<file path="src/rtl/tlb_pkg.sv">
package tlb_pkg;
  localparam int unsigned DEF_ENTRIES = 16;
  localparam int unsigned DEF_VPN_W   = 20;
  localparam int unsigned DEF_PPN_W   = 20;
  localparam int unsigned DEF_OFF_W   = 12;

  typedef struct packed {
    logic sup;  // supervisor-only
    logic ro;   // read-only
  } perm_t;
endpackage

</file>
<file path="src/rtl/tlb_cam.sv">
module tlb_cam #(
  parameter int unsigned ENTRIES = 16,
  parameter int unsigned VPN_W   = 20,
  localparam int unsigned IDX_W  = $clog2(ENTRIES)
) (
  input  logic [ENTRIES-1:0]            valid_i,
  input  logic [ENTRIES-1:0][VPN_W-1:0] tag_i,
  input  logic [VPN_W-1:0]              vpn_i,
  output logic                          hit_o,
  output logic [IDX_W-1:0]              idx_o
);
  logic [ENTRIES-1:0] match;

  for (genvar i = 0; i < ENTRIES; i++) begin : g_cmp
    assign match[i] = valid_i[i] && (tag_i[i] == vpn_i);
  end

  assign hit_o = |match;

  // lowest index wins if tags ever alias
  always_comb begin
    idx_o = '0;
    for (int i = ENTRIES - 1; i >= 0; i--) begin
      if (match[i]) idx_o = IDX_W'(i);
    end
  end
endmodule

</file>
<file path="src/rtl/tlb_victim.sv">
module tlb_victim #(
  parameter int unsigned ENTRIES = 16,
  localparam int unsigned IDX_W  = $clog2(ENTRIES)
) (
  input  logic [ENTRIES-1:0] valid_i,
  input  logic [ENTRIES-1:0] use_i,
  output logic [IDX_W-1:0]   idx_o,
  output logic               clr_use_o
);
  logic found;

  always_comb begin
    idx_o     = '0;
    found     = 1'b0;
    clr_use_o = 1'b0;
    for (int i = 0; i < ENTRIES; i++) begin
      if (!found && !valid_i[i]) begin
        idx_o = IDX_W'(i);
        found = 1'b1;
      end
    end
    for (int i = 0; i < ENTRIES; i++) begin
      if (!found && !use_i[i]) begin
        idx_o = IDX_W'(i);
        found = 1'b1;
      end
    end
    if (!found) clr_use_o = 1'b1;  // all recently used: age everyone, take slot 0
  end
endmodule

</file>
<file path="src/rtl/tlb_fa.sv">
module tlb_fa
  import tlb_pkg::*;
#(
  parameter int unsigned ENTRIES = DEF_ENTRIES,
  parameter int unsigned VPN_W   = DEF_VPN_W,
  parameter int unsigned PPN_W   = DEF_PPN_W,
  parameter int unsigned OFF_W   = DEF_OFF_W,
  localparam int unsigned IDX_W  = $clog2(ENTRIES),
  localparam int unsigned VA_W   = VPN_W + OFF_W,
  localparam int unsigned PA_W   = PPN_W + OFF_W
) (
  input  logic             clk_i,
  input  logic             rst_ni,
  input  logic             lkp_valid_i,
  input  logic [VA_W-1:0]  lkp_vaddr_i,
  input  logic             lkp_write_i,
  input  logic             lkp_user_i,
  output logic             rsp_valid_o,
  output logic             rsp_hit_o,
  output logic             rsp_miss_o,
  output logic             rsp_fault_o,
  output logic [PA_W-1:0]  rsp_paddr_o,
  input  logic             fill_valid_i,
  input  logic [VPN_W-1:0] fill_vpn_i,
  input  logic [PPN_W-1:0] fill_ppn_i,
  input  logic             fill_sup_i,
  input  logic             fill_ro_i,
  input  logic             flush_i,
  output logic             fill_ack_o,
  output logic [IDX_W-1:0] fill_slot_o,
  output logic             evict_o,
  output logic [VPN_W-1:0] evict_vpn_o,
  output logic             evict_ref_o,
  output logic             evict_dirty_o
);
  logic [ENTRIES-1:0]            valid_q, use_q, dirty_q;
  perm_t [ENTRIES-1:0]           perm_q;
  logic [ENTRIES-1:0][VPN_W-1:0] vpn_q;
  logic [ENTRIES-1:0][PPN_W-1:0] ppn_q;

  logic [VPN_W-1:0] lkp_vpn;
  logic             cam_hit;
  logic [IDX_W-1:0] cam_idx;
  logic             viol, acc_ok, acc_fault, acc_miss;
  logic [IDX_W-1:0] vic_idx;
  logic             vic_clr, fill_go;
  logic [ENTRIES-1:0] touch;

  assign lkp_vpn = lkp_vaddr_i[VA_W-1:OFF_W];

  tlb_cam #(.ENTRIES(ENTRIES), .VPN_W(VPN_W)) i_cam (
    .valid_i (valid_q),
    .tag_i   (vpn_q),
    .vpn_i   (lkp_vpn),
    .hit_o   (cam_hit),
    .idx_o   (cam_idx)
  );

  tlb_victim #(.ENTRIES(ENTRIES)) i_victim (
    .valid_i   (valid_q),
    .use_i     (use_q),
    .idx_o     (vic_idx),
    .clr_use_o (vic_clr)
  );

  assign viol      = (perm_q[cam_idx].sup & lkp_user_i) | (perm_q[cam_idx].ro & lkp_write_i);
  assign acc_ok    = lkp_valid_i & cam_hit & ~viol;
  assign acc_fault = lkp_valid_i & cam_hit & viol;
  assign acc_miss  = lkp_valid_i & ~cam_hit;
  assign fill_go   = fill_valid_i & ~flush_i;

  for (genvar i = 0; i < ENTRIES; i++) begin : g_touch
    assign touch[i] = acc_ok && (cam_idx == IDX_W'(i));
  end

  always_ff @(posedge clk_i or negedge rst_ni) begin
    if (!rst_ni) begin
      valid_q <= '0;
      use_q   <= '0;
      dirty_q <= '0;
      perm_q  <= '0;
      vpn_q   <= '0;
      ppn_q   <= '0;
    end else begin
      for (int i = 0; i < ENTRIES; i++) begin
        if (flush_i) begin
          valid_q[i] <= 1'b0;
          use_q[i]   <= 1'b0;
          dirty_q[i] <= 1'b0;
        end else if (fill_go && (vic_idx == IDX_W'(i))) begin
          valid_q[i] <= 1'b1;
          vpn_q[i]   <= fill_vpn_i;
          ppn_q[i]   <= fill_ppn_i;
          perm_q[i]  <= '{sup: fill_sup_i, ro: fill_ro_i};
          use_q[i]   <= 1'b0;
          dirty_q[i] <= 1'b0;
        end else begin
          use_q[i]   <= (use_q[i] & ~(fill_go & vic_clr)) | touch[i];
          dirty_q[i] <= dirty_q[i] | (touch[i] & lkp_write_i);
        end
      end
    end
  end

  always_ff @(posedge clk_i or negedge rst_ni) begin
    if (!rst_ni) begin
      rsp_valid_o   <= 1'b0;
      rsp_hit_o     <= 1'b0;
      rsp_miss_o    <= 1'b0;
      rsp_fault_o   <= 1'b0;
      rsp_paddr_o   <= '0;
      fill_ack_o    <= 1'b0;
      fill_slot_o   <= '0;
      evict_o       <= 1'b0;
      evict_vpn_o   <= '0;
      evict_ref_o   <= 1'b0;
      evict_dirty_o <= 1'b0;
    end else begin
      rsp_valid_o <= lkp_valid_i;
      rsp_hit_o   <= acc_ok;
      rsp_miss_o  <= acc_miss;
      rsp_fault_o <= acc_fault;
      rsp_paddr_o <= acc_ok ? {ppn_q[cam_idx], lkp_vaddr_i[OFF_W-1:0]} : '0;
      fill_ack_o  <= fill_go;
      if (fill_go) begin
        fill_slot_o   <= vic_idx;
        evict_o       <= valid_q[vic_idx];
        evict_vpn_o   <= vpn_q[vic_idx];
        evict_ref_o   <= use_q[vic_idx];
        evict_dirty_o <= dirty_q[vic_idx];
      end
    end
  end
endmodule

</file>
<file path="config.mk">
export PLATFORM = sky130hd
export DESIGN_NAME = tlb_fa
export DESIGN_NICKNAME = d
export VERILOG_FILES = /design/src/rtl/tlb_pkg.sv /design/src/rtl/tlb_cam.sv /design/src/rtl/tlb_victim.sv /design/src/rtl/tlb_fa.sv
export SDC_FILE = /design/constraint.sdc
export NUM_CORES = 2
export LEC_CHECK = 0
export BUFFER_PORTS_ARGS = -buffer_cell sky130_fd_sc_hd__buf_4
export CAP_MARGIN = 40
export CORE_UTILIZATION = 36
export DETAILED_ROUTE_END_ITERATION = 8
export HOLD_SLACK_MARGIN = 0.06
export REMOVE_ABC_BUFFERS = 1
export SKIP_CTS_REPAIR_TIMING = 1
export SYNTH_ARGS = -nofsm -noshare
export SYNTH_HDL_FRONTEND = slang
export SYNTH_SLANG_ARGS = --single-unit
</file>
<file path="constraint.sdc">
create_clock -name clk_i -period 4.9 [get_ports clk_i]
set_clock_uncertainty 0.05 [all_clocks]
set_input_delay 0.49 -clock clk_i [delete_from_list [all_inputs] [get_ports clk_i]]
set_output_delay 0.49 -clock clk_i [all_outputs]
set_load 0.01 [all_outputs]
</file>
==> out/metrics.json <==
{
  "timing": {
    "period_needed_ns": 4.71,
    "hold_viol": 0,
    "finalSetupViolCount": 0,
    "clock.fmax_mhz": 212,
    "post-route-period-util": 0.962,
    "drv_slew": 0,
    "tightest_slew_ns": 1.02,
    "maxSlewHeadroom": 0.318,
    "hold_ws_ns": 0.119,
    "setup_repair_after_global_routing_missed_its_margin": "false"
  },
  "placement": {
    "place_inst": 5046,
    "hpwl_detailed_um": 97500,
    "buffer_ports.inserted": 144,
    "dpl_cell_area_um2": 44900,
    "routabilityCongestion": 1.05
  },
  "yosys": {
    "netlist.top_cell.by_area": "sky130_fd_sc_hd__dfrtp_1",
    "syn_inst": 3461,
    "ys_ff_latch": 784,
    "synth-seq-area-share": 0.481,
    "yosysTopAreaCellShare": 0.481,
    "synth_cell_types": 82,
    "synth.top_cells.by_area": "sky130_fd_sc_hd__dfrtp_1 (48%), sky130_fd_sc_hd__mux2_2 (18%), sky130_fd_sc_hd__mux2i_1 (6.8%)",
    "number_of_enable_type_register_cells_in_the_synthesized_netlist": 0,
    "async_reset_ff_frac": 1.00,
    "count_of_warnings_emitted_by_yosys": 0,
    "syn_area_per_cell_um2": 11.8,
    "ys.flop_type": "sky130_fd_sc_hd__dfrtp_1",
    "netlist_area_um2": 40800
  },
  "routing": {
    "detail_route.iter0.violations": 2547,
    "wirelength_um": 141000,
    "post_drt_wl_per_cell_um": 27.1,
    "postRouteAntennaNets": 0,
    "via_count": 29900,
    "route.detailed.vias_per_inst": 5.73,
    "dr.pass1.iters": 5,
    "drcViolationCount": 0
  },
  "setup_path": {
    "setup.worst_path.start_class": "flop",
    "r2r_start": "vpn_q[314]",
    "reg2reg_setup_slack_ns": 0.19,
    "critical-path-max-stage-delay_ns": 0.59,
    "critical_path.cell_chain": "xor2_1 > or4_1 > or4_1 > or2_1 > a221o_1 > a31o_4 > a211oi_4 > buf_4 > a31o_2 > buf_4 > a21oi_1 > o2111ai_2 > o211ai_4 > buf_12 > a2111oi_0",
    "critPathCaptureType": "flop",
    "worst_ep_required_time_ns": 5.38,
    "timing.reg2reg.worst_path_depth": 15,
    "worst-setup-path-type": "flop to flop",
    "slowest_stage": "sky130_fd_sc_hd__or4_1",
    "critical_path_arrival_ns": 5.19,
    "timing.critical_path.fanout_max": 16,
    "worstReg2RegEnd": "rsp_paddr_o[12]"
  },
  "pwr": {
    "ir_drop_v": 0.000296,
    "power_frac_comb": 0.146,
    "netSwitchingFraction": 0.277,
    "power_frac_seq": 0.444,
    "p_sw_w": 0.00449,
    "cellPowerDensity_nw_per_um2": 338,
    "p_total_w": 0.0162,
    "total_leakage_power_nw": 22.5,
    "power.share.clock": 0.410,
    "internal_power_w": 0.0117
  },
  "cts": {
    "tritoncts_clock_tree": "built",
    "cts-buffers-inserted": 85,
    "worst_skew_pair.late_latency_ns": 0.68,
    "worst_setup_hold_path_clk_slew_ns": 0.06,
    "htree_levels": 3,
    "cts.root.buffer_cell": "sky130_fd_sc_hd__clkbuf_16",
    "cts_buffer_depth": 3,
    "clock-sinks": 784
  },
  "finish": {
    "finalNetCount": 3728,
    "final_antenna_diode_count": 0,
    "final_cell_mix": "sky130_fd_sc_hd__dfrtp_1 (784), sky130_fd_sc_hd__mux2_2 (669), sky130_fd_sc_hd__buf_4 (302), sky130_fd_sc_hd__mux2i_1 (277), sky130_fd_sc_hd__xnor2_1 (244)",
    "finish.cell_count_without_fillers": 5210,
    "final_common_cell": "sky130_fd_sc_hd__dfrtp_1",
    "final_layout_size_suffix_gt1_frac": 0.336,
    "layout.cell_area.non_filler_um2": 48000,
    "nFillCells": 10700,
    "syn_to_final_growth_pct": 17.6
  },
  "floorplan": {
    "floorplan.io_pins": 145,
    "starting_density": 0.363,
    "total_die_area_um2": 115000,
    "die_width_um": 339,
    "std_cell_rows": 123,
    "floorplan.core_area_um2": 112000,
    "chip_height_um": 339
  },
  "global_route": {
    "grt_pass1_vias": 29700,
    "total_overflow_reported_by_the_global_router": 0,
    "maximum_number_of_pins_on_one_net_before_global_route_repair": 138,
    "track_usage": 0.243,
    "antenna_found_initial": 6,
    "grt_pass1_wl_um": 207000
  },
  "run_status": {
    "status": "finished clean"
  },
  "hold_path": {
    "min-delay-path-class": "input pin to flop",
    "min-delay-start": "fill_ro_i",
    "holdPathEnd": "perm_q[30]",
    "timing.hold.worst_path_depth": 3
  },
  "flow_run": {
    "max-cap-violations": 0
  }
}
power by group through the flow:
stage	combinational (W)	sequential (W)	clock, W
after floorplan	0.00129	0.00723	0
after global placement	0.00230	0.00728	0
after detailed placement	0.00232	0.00730	0
after CTS	0.00233	0.00718	0.00677
after global routing	0.00250	0.00723	0.00703
final	0.00236	0.00718	0.00665
synthesized netlist by cell type (19+ instances only):
library cell	instances
sky130_fd_sc_hd__o22ai_1	39
sky130_fd_sc_hd__nor2b_1	37
sky130_fd_sc_hd__nand4_1	103
sky130_fd_sc_hd__a32o_1	19
sky130_fd_sc_hd__nand2_1	220
sky130_fd_sc_hd__o21ai_0	43
sky130_fd_sc_hd__a211oi_1	57
sky130_fd_sc_hd__nor4_1	46
sky130_fd_sc_hd__dfrtp_1	784
sky130_fd_sc_hd__clkbuf_1	196
sky130_fd_sc_hd__o221a_2	27
sky130_fd_sc_hd__o2111ai_1	25
sky130_fd_sc_hd__buf_2	30
sky130_fd_sc_hd__nand3_1	57
sky130_fd_sc_hd__mux2i_1	277
sky130_fd_sc_hd__buf_1	28
sky130_fd_sc_hd__a21oi_1	72
sky130_fd_sc_hd__xor2_1	72
sky130_fd_sc_hd__a2111oi_2	19
sky130_fd_sc_hd__mux2_2	669
sky130_fd_sc_hd__xnor2_1	244
sky130_fd_sc_hd__nor2_1	88
sky130_fd_sc_hd__o221ai_1	19
sky130_fd_sc_hd__inv_1	53
registers in the layout, summed over array words and instances (netlist names):
register / cells
fill_slot_o: 4
evict_dirty_o: 1
rsp_hit_o: 1
evict_ref_o: 1
evict_vpn_o: 20
vpn_q: 320
ppn_q: 320
valid_q: 16
rsp_paddr_o: 32
rsp_fault_o: 1
evict_o: 1
rsp_valid_o: 1
rsp_miss_o: 1
fill_ack_o: 1
dirty_q: 16
perm_q: 32
use_q: 16
worst max path at each step:
stage,start,endpoint,slack [ns]
after detailed placement,lkp_vaddr_i[26],dirty_q[12],-0.05
after global placement,lkp_vaddr_i[26],dirty_q[14],-0.02
final,vpn_q[314],rsp_paddr_o[12],0.19
after global routing,vpn_q[314],dirty_q[14],0.06
after floorplan,valid_q[9],perm_q[31],-16.45
after CTS,vpn_q[314],dirty_q[12],0.13
cells by family after synthesis:
kind of cell | share of synthesized area
muxes | 0.253
AOI/OAI and AO/OA | 0.0838
and+or+nand+nor | 0.0840
xor gates and xnor gates | 0.0679
DFF | 0.481
buffers and inverters | 0.0304
per-layer routing:
layer / GRT usage / routed length [um] / vias to the layer above
li1: - / - / 13000
met1: 0.323 / 60400 / 15400
met2: 0.383 / 64700 / 1057
met3: 0.0433 / 8680 / 323
met4: 0.112 / 7310 / 12
met5: 0 / 87 / -
stage by stage:
step                setup WS (ns)   TNS, ns   util
floorplan                  -16.45  -8149.05      -
global placement          -0.0209    -0.268  0.399
detailed placement        -0.0491   -0.0732  0.400
CTS                         0.127         0  0.426
global route               0.0569         0  0.427
finish                      0.188         0  0.427
critical path, delay by kind of cell, from the launching register on:
family	cells	cell delay (ns)
AO/OA/AOI/OAI	8	1.83
XOR/XNOR	1	0.27
buffers and inverters	3	0.56
flip-flops	1	0.40
AND/OR/NAND/NOR	3	1.42
layout make-up:
cell class / count / area, um2 / share of cell area
Tap cell: 1500 / 1880 / 0.0391
Clock buffer: 126 / 2480 / 0.0518
Multi-Input combinational cell: 2364 / 20200 / 0.420
Clock inverter: 24 / 379 / 0.00790
Sequential cell: 784 / 19600 / 0.409
Timing Repair Buffer: 358 / 3250 / 0.0677
Inverter: 54 / 203 / 0.00423
No activity file was read; power rests on OpenSTA's default activity.
